--- config.mk ---
export PLATFORM = sky130hd
export DESIGN_NAME = atuCmdUnit
export DESIGN_NICKNAME = d
export VERILOG_FILES = /design/src/rtl/atuPkg.sv /design/src/rtl/atuCtrl.sv /design/src/rtl/atuData.sv /design/src/rtl/atuCmdUnit.sv
export SDC_FILE = /design/constraint.sdc
export NUM_CORES = 2
export LEC_CHECK = 0
export ABC_CLOCK_PERIOD_IN_PS = 15500
export BUFFER_PORTS_ARGS = -buffer_cell sky130_fd_sc_hd__buf_2
export CAP_MARGIN = 20
export CORE_MARGIN = 2
export CORE_UTILIZATION = 40
export DETAILED_ROUTE_END_ITERATION = 8
export PLACE_DENSITY = 0.55
export SLEW_MARGIN = 20
export SYNTH_ARGS = -nofsm -noshare
export SYNTH_HDL_FRONTEND = slang
export SYNTH_SLANG_ARGS = --single-unit
--- constraint.sdc ---
create_clock -name clk -period 15.5 [get_ports clk]
set_input_delay 1.55 -clock clk [delete_from_list [all_inputs] [get_ports clk]]
set_output_delay 1.55 -clock clk [all_outputs]
set_load 0.02 [all_outputs]
--- src/rtl/atuPkg.sv ---
package atuPkg;
  localparam int MAC_W   = 48;
  localparam int PORT_W  = 8;
  localparam int STATE_W = 4;

  localparam logic [3:0] A_FID  = 4'h1;
  localparam logic [3:0] A_OP   = 4'hB;
  localparam logic [3:0] A_DATA = 4'hC;
  localparam logic [3:0] A_MACH = 4'hD;
  localparam logic [3:0] A_MACM = 4'hE;
  localparam logic [3:0] A_MACL = 4'hF;

  localparam logic [2:0] OP_LOAD  = 3'd3;
  localparam logic [2:0] OP_NEXT  = 3'd4;
  localparam logic [2:0] OP_FLUSH = 3'd6;

  localparam logic [STATE_W-1:0] ST_FREE      = 4'h0;
  localparam logic [STATE_W-1:0] ST_UC_STATIC = 4'hE;
  localparam logic [STATE_W-1:0] ST_MC_STATIC = 4'hF;

  typedef struct packed {
    logic       start;
    logic       scan;
    logic       commit;
    logic [2:0] op;
  } ctrlStrobeT;

  function automatic logic isStatic(input logic [STATE_W-1:0] s);
    return (s == ST_UC_STATIC) || (s == ST_MC_STATIC);
  endfunction
endpackage

--- src/rtl/atuCtrl.sv ---
module atuCtrl
  import atuPkg::*;
#(
  parameter int DEPTH = 16,
  localparam int IDX_W = $clog2(DEPTH)
) (
  input  logic             clk,
  input  logic             rstN,
  input  logic             opWr,
  input  logic [2:0]       opCode,
  output logic             busy,
  output logic [IDX_W-1:0] idx,
  output ctrlStrobeT       strobe
);
  typedef enum logic [1:0] {S_IDLE, S_SCAN, S_DONE} stateT;
  stateT state;
  logic [2:0] curOp;
  logic accept;

  assign accept = (state == S_IDLE) && opWr &&
                  (opCode == OP_LOAD || opCode == OP_NEXT || opCode == OP_FLUSH);

  always_ff @(posedge clk) begin
    if (!rstN) begin
      state <= S_IDLE;
      idx   <= '0;
      curOp <= '0;
    end else begin
      case (state)
        S_IDLE: if (accept) begin
          state <= S_SCAN;
          idx   <= '0;
          curOp <= opCode;
        end
        S_SCAN: begin
          if (idx == IDX_W'(DEPTH - 1)) state <= S_DONE;
          else idx <= idx + 1'b1;
        end
        default: state <= S_IDLE;
      endcase
    end
  end

  assign busy          = (state != S_IDLE);
  assign strobe.start  = accept;
  assign strobe.scan   = (state == S_SCAN);
  assign strobe.commit = (state == S_DONE);
  assign strobe.op     = curOp;

  logic [7:0] busyCnt;
  always_ff @(posedge clk) begin
    if (!rstN) busyCnt <= '0;
    else if (busy) busyCnt <= busyCnt + 1'b1;
    else busyCnt <= '0;
  end

  AST_BUSY_BOUND: assert property (@(posedge clk) disable iff (!rstN)
    busyCnt <= 8'(DEPTH + 2));
  AST_START_BUSY: assert property (@(posedge clk) disable iff (!rstN)
    accept |=> busy);
endmodule

--- src/rtl/atuData.sv ---
module atuData
  import atuPkg::*;
#(
  parameter int DEPTH = 16,
  parameter int FID_W = 4,
  localparam int IDX_W = $clog2(DEPTH)
) (
  input  logic             clk,
  input  logic             rstN,
  input  logic             wrOk,
  input  logic [3:0]       regAddr,
  input  logic [15:0]      regWrData,
  output logic [15:0]      regRdData,
  input  logic             busy,
  input  logic [IDX_W-1:0] idx,
  input  ctrlStrobeT       strobe
);
  logic [FID_W-1:0]   fidReg;
  logic [MAC_W-1:0]   macReg;
  logic [PORT_W-1:0]  portReg;
  logic [STATE_W-1:0] stReg;
  logic               fullFlag;

  logic               tValid [DEPTH];
  logic [FID_W-1:0]   tFid   [DEPTH];
  logic [MAC_W-1:0]   tMac   [DEPTH];
  logic [PORT_W-1:0]  tPort  [DEPTH];
  logic [STATE_W-1:0] tSt    [DEPTH];

  logic             mHit, fHit, bHit;
  logic [IDX_W-1:0] mIdx, fIdx, bIdx;
  logic [MAC_W-1:0] bMac;

  logic entHit, keyHit, wrapAll, nextCand;
  assign entHit   = tValid[idx] && (tFid[idx] == fidReg);
  assign keyHit   = entHit && (tMac[idx] == macReg);
  assign wrapAll  = &macReg;
  assign nextCand = entHit && (wrapAll || tMac[idx] > macReg) &&
                    (!bHit || tMac[idx] < bMac);

  always_ff @(posedge clk) begin
    if (!rstN) begin
      fidReg <= '0; macReg <= '0; portReg <= '0; stReg <= '0; fullFlag <= 1'b0;
      mHit <= 1'b0; fHit <= 1'b0; bHit <= 1'b0;
      mIdx <= '0; fIdx <= '0; bIdx <= '0; bMac <= '0;
      for (int i = 0; i < DEPTH; i++) begin
        tValid[i] <= 1'b0; tFid[i] <= '0; tMac[i] <= '0; tPort[i] <= '0; tSt[i] <= '0;
      end
    end else begin
      if (wrOk) begin
        case (regAddr)
          A_FID:  fidReg <= regWrData[FID_W-1:0];
          A_DATA: begin
            stReg   <= regWrData[STATE_W-1:0];
            portReg <= regWrData[STATE_W +: PORT_W];
          end
          A_MACH: macReg[47:32] <= regWrData;
          A_MACM: macReg[31:16] <= regWrData;
          A_MACL: macReg[15:0]  <= regWrData;
          default: ;
        endcase
      end
      if (strobe.start) begin
        fullFlag <= 1'b0;
        mHit <= 1'b0; fHit <= 1'b0; bHit <= 1'b0;
      end
      if (strobe.scan) begin
        case (strobe.op)
          OP_LOAD: begin
            if (keyHit) begin mHit <= 1'b1; mIdx <= idx; end
            if (!tValid[idx] && !fHit) begin fHit <= 1'b1; fIdx <= idx; end
          end
          OP_NEXT: if (nextCand) begin
            bHit <= 1'b1; bIdx <= idx; bMac <= tMac[idx];
          end
          OP_FLUSH: if (entHit && !isStatic(tSt[idx])) tValid[idx] <= 1'b0;
          default: ;
        endcase
      end
      if (strobe.commit) begin
        case (strobe.op)
          OP_LOAD: begin
            if (mHit) begin
              if (stReg == ST_FREE) tValid[mIdx] <= 1'b0;
              else begin tPort[mIdx] <= portReg; tSt[mIdx] <= stReg; end
            end else if (stReg != ST_FREE) begin
              if (fHit) begin
                tValid[fIdx] <= 1'b1; tFid[fIdx] <= fidReg; tMac[fIdx] <= macReg;
                tPort[fIdx]  <= portReg; tSt[fIdx] <= stReg;
              end else fullFlag <= 1'b1;
            end
          end
          OP_NEXT: begin
            if (bHit) begin
              macReg <= bMac; portReg <= tPort[bIdx]; stReg <= tSt[bIdx];
            end else begin
              portReg <= '0; stReg <= ST_FREE;
            end
          end
          default: ;
        endcase
      end
    end
  end

  always_comb begin
    case (regAddr)
      A_FID:   regRdData = 16'(fidReg);
      A_OP:    regRdData = {busy, 3'b000, fullFlag, 11'b0};
      A_DATA:  regRdData = 16'({portReg, stReg});
      A_MACH:  regRdData = macReg[47:32];
      A_MACM:  regRdData = macReg[31:16];
      A_MACL:  regRdData = macReg[15:0];
      default: regRdData = '0;
    endcase
  end

  AST_HOLD_WHILE_BUSY: assert property (@(posedge clk) disable iff (!rstN)
    (busy && $past(busy)) |-> $stable(fidReg));
  AST_FULL_FROM_LOAD: assert property (@(posedge clk) disable iff (!rstN)
    $rose(fullFlag) |-> $past(strobe.commit && strobe.op == OP_LOAD));
  AST_FULL_CLEAR_START: assert property (@(posedge clk) disable iff (!rstN)
    strobe.start |=> !fullFlag);
endmodule

--- src/rtl/atuCmdUnit.sv ---
module atuCmdUnit
  import atuPkg::*;
#(
  parameter int DEPTH = 16,
  parameter int FID_W = 4
) (
  input  logic        clk,
  input  logic        rstN,
  input  logic        regWr,
  input  logic [3:0]  regAddr,
  input  logic [15:0] regWrData,
  output logic [15:0] regRdData
);
  localparam int IDX_W = $clog2(DEPTH);
  logic busy, wrOk;
  logic [IDX_W-1:0] idx;
  ctrlStrobeT strobe;

  assign wrOk = regWr && !busy;

  atuCtrl #(.DEPTH(DEPTH)) u_ctrl (
    .clk(clk), .rstN(rstN),
    .opWr(wrOk && regAddr == A_OP), .opCode(regWrData[14:12]),
    .busy(busy), .idx(idx), .strobe(strobe)
  );

  atuData #(.DEPTH(DEPTH), .FID_W(FID_W)) u_data (
    .clk(clk), .rstN(rstN), .wrOk(wrOk), .regAddr(regAddr),
    .regWrData(regWrData), .regRdData(regRdData),
    .busy(busy), .idx(idx), .strobe(strobe)
  );
endmodule

==> out/metrics.cfg <==
[clocking]
cts_tree=done
clock-sinks=1185
cts_setup_buffers=0
clk_path_buf_depth=3
cts.hold.buffers_added=0
cts_made_buffers=134
cts_resized=0
clk_latency_ns=0.78
cts_max_level=4
root_buffer=clkbuf_16
clk_pin_slew_worst_paths_ns=0.06

[global_route]
met1_usage_pct=36.1
antenna_found_initial=11
grt_usage_pct=25.4
grt_max_degree=167
met2_usage_pct=39.3
use_met3_pct=5.29
grt-ovfl-total=0
grt_pass1_wl_mm=262
grt_most_used_layer=met2
grt_pass1_vias=36190

[timing]
final-setup-viol-count=0
fin_ws_ns=8.53
finalMaxSlewViolations=0
period_needed_ns=6.97
fmax_mhz=143
fin_tns_setup_ns=0
hold-worst-slack_ns=0.456
min_period_over_period_pct=45.0
tightestPinTransition_ns=1.19
hold_viol_final=0
fin_worst_skew_ns=0.0438
slew_headroom_pct=19.9
rsz0062_at_grt=no

[layout]
final_nets=4044
final_cell_count_no_fill=5914
syn_to_final_growth_pct=11.2
fillers=12534
final_cell_area_um2=62100
utilization_pct=44.7
drive_above_1_share_pct=16.9

[routing]
viasPerCell=6.20
drt-total-wl_mm=180
drtAntennaViolNets=0
dr_total_vias=36664
wire_per_inst_um=30.5
drc=0
drt_iter0_drc=4580
dr.pass1.iters=6

[place]
place_ws_ns=8.56
placed_area_um2=57800
dpl.hpwl_mm=102
dp.cells=5663
place_congestion=0.917
portBuffers=38

[synthesis]
synth_fp_nets=4207
yosysTopAreaCell=edfxtp_1
netlist_top_cells_count=1024 x edfxtp_1, 498 x nor3_1, 379 x clkbuf_1, 321 x and2_1, 320 x mux4_2
ys_warn_count=0
ys_seq_elements=1185
synthFlopType=edfxtp_1
synthCells=4088
syn_area_um2=55900
syn-mean-instance-area_um2=13.7
synth_top_area_share_pct=55.1
async_reset_ff_share_pct=0
yosys.cell_types.count=72
synth.most_common_cell=edfxtp_1
synth_edf_count=1024
ys_seq_area_share_pct=60.8
synth.area.top_cells=edfxtp_1 55%, mux4_2 13%, dfxtp_1 5.8%, nor3_1 4.5%, and2_1 3.6%

[pwr]
seqPwrFrac_pct=51.3
switchingPower_mw=1.59
p_int_mw=5.48
comb_power_share_pct=4.2
pwr-share-clk_pct=44.5
max-vdd-ir-drop_v=0.0000803
sw_frac_of_total_pct=22.4
power_mw=7.07
power.density_nw_per_um2=114
p_leak_nw=19.4

[worst_setup_path]
crit_chain=buf_4 > buf_4 > mux4_2 > mux4_2 > ha_1 > nand4_1 > nor4_1 > nand2_1 > a21oi_1 > and3b_1 > o21ai_0 > o2111a_4 > mux2i_1
crit_family=buffers and inverters
cp.arrival_ns=7.65
slowest_delay_ns=0.94
path_class=flip-flop to flip-flop
cp_max_fo=53
crit_buf_inv=2
start_kind=flip-flop
cp_slowest_cell=o2111a_4
end_kind=flip-flop
cp_data_required_time_ns=16.18

[floorplan]
die_y_um=378
core_um2=139000
ioPinCount=39
dieArea_um2=143000
start_util_pct=40.2
rows=137
die_x_um=378

[run_status]
status=finished clean

[worst_hold_path]
worstHoldPathType=flip-flop to flip-flop

[run]
max-cap-violations=0

## per-layer routing
metal,vias to the layer above,share of wire [%]
met1,19020,42
met4,6,2.4
li1,15576,-
met5,-,0.023
met3,303,8.9
met2,1759,46
## cell families after synthesis
kind of cell,Yosys count,synth area share (%)
AND/OR/NAND/NOR,1579,15.2
XOR/XNOR,5,0.0784
AO/OA/AOI/OAI,263,3.37
adder cells (fa/ha/maj),96,2.15
flip-flops,1185,60.8
multiplexers,414,14.6
buffers and inverters,546,3.81
## placed cells by master, fill, tap and decap left out, types with 7 or more instances in the layout
| cell type | count |
|---|---|
| a211oi_1 | 7 |
| nor2_1 | 47 |
| nor4_1 | 247 |
| buf_4 | 89 |
| edfxtp_1 | 1024 |
| o21ai_1 | 10 |
| nand2b_1 | 10 |
| ha_1 | 96 |
| inv_1 | 113 |
| bufinv_16 | 9 |
| a222oi_1 | 15 |
| nand2b_4 | 8 |
| o21ai_4 | 11 |
| clkbuf_1 | 45 |
| a21oi_1 | 39 |
| o211a_1 | 48 |
| nand3_1 | 135 |
| clkbuf_16 | 136 |
| clkinv_2 | 12 |
| dfxtp_4 | 7 |
| clkinv_1 | 27 |
| buf_2 | 37 |
| clkinv_8 | 7 |
| nor3_1 | 497 |
| dfxtp_1 | 153 |
| mux4_2 | 320 |
| o21ai_0 | 61 |
| and2_1 | 321 |
| nor2b_1 | 17 |
| o311ai_0 | 12 |
| nand4_1 | 41 |
| nand2_1 | 213 |
| mux2i_1 | 93 |
| o211ai_1 | 9 |
## area by class of cell
cell class              count  area (um2)  area share (%)
inverters                 114         428           0.689
clock buffers             185        3630            5.84
flip-flops and latches   1185       34000            54.8
diodes                      3        7.51          0.0121
multi-input cells        2357       20000            32.3
repair buffers            133         988            1.59
clock inverters            61         647            1.04
well taps                1876        2350            3.78
## state kept, by name (all words and copies together), names as in the netlist, 4 cells and up, named ones only
register and count:
u_data.fidReg 4, u_data.tValid 16, u_data.mIdx 4, u_data.bMac 48, u_data.tMac 768, u_data.macReg 48
u_data.tSt 64, u_ctrl.idx 4, u_data.tFid 64, u_data.fIdx 4, u_data.stReg 4, u_data.tPort 128
u_data.portReg 8, u_data.bIdx 4
## power by group through the flow
stage	Combinational, mW	Clock, mW	Sequential (mW)
3_5_place_dp	0.294	0	3.69
2_1_floorplan	0.172	0	3.68
6_report	0.296	3.15	3.63
3_3_place_gp	0.293	0	3.69
4_1_cts	0.295	3.18	3.63
5_1_grt	0.312	3.30	3.64
## worst paths after layout
check                           depth (start not counted)            from  slack (ns)              to
worst max-delay path                                   13       flip-flop        8.53  u_data.bIdx[3]
worst max register to register                         13       flip-flop        8.53  u_data.bIdx[3]
worst min register to register                          2  u_data.bIdx[1]        0.46       flip-flop
worst min-delay path                                    2  u_data.bIdx[1]        0.46       flip-flop
## worst reg2reg max path, delay by kind of cell (launching register included)
kind / cells / cell delay [ns]
compound gates: 3 / 1.20
fa+ha+maj: 1 / 0.32
buf+inv: 2 / 1.67
flops: 1 / 0.86
mux: 3 / 1.48
simple gates: 4 / 1.35
(Power assumes the default switching activity.)
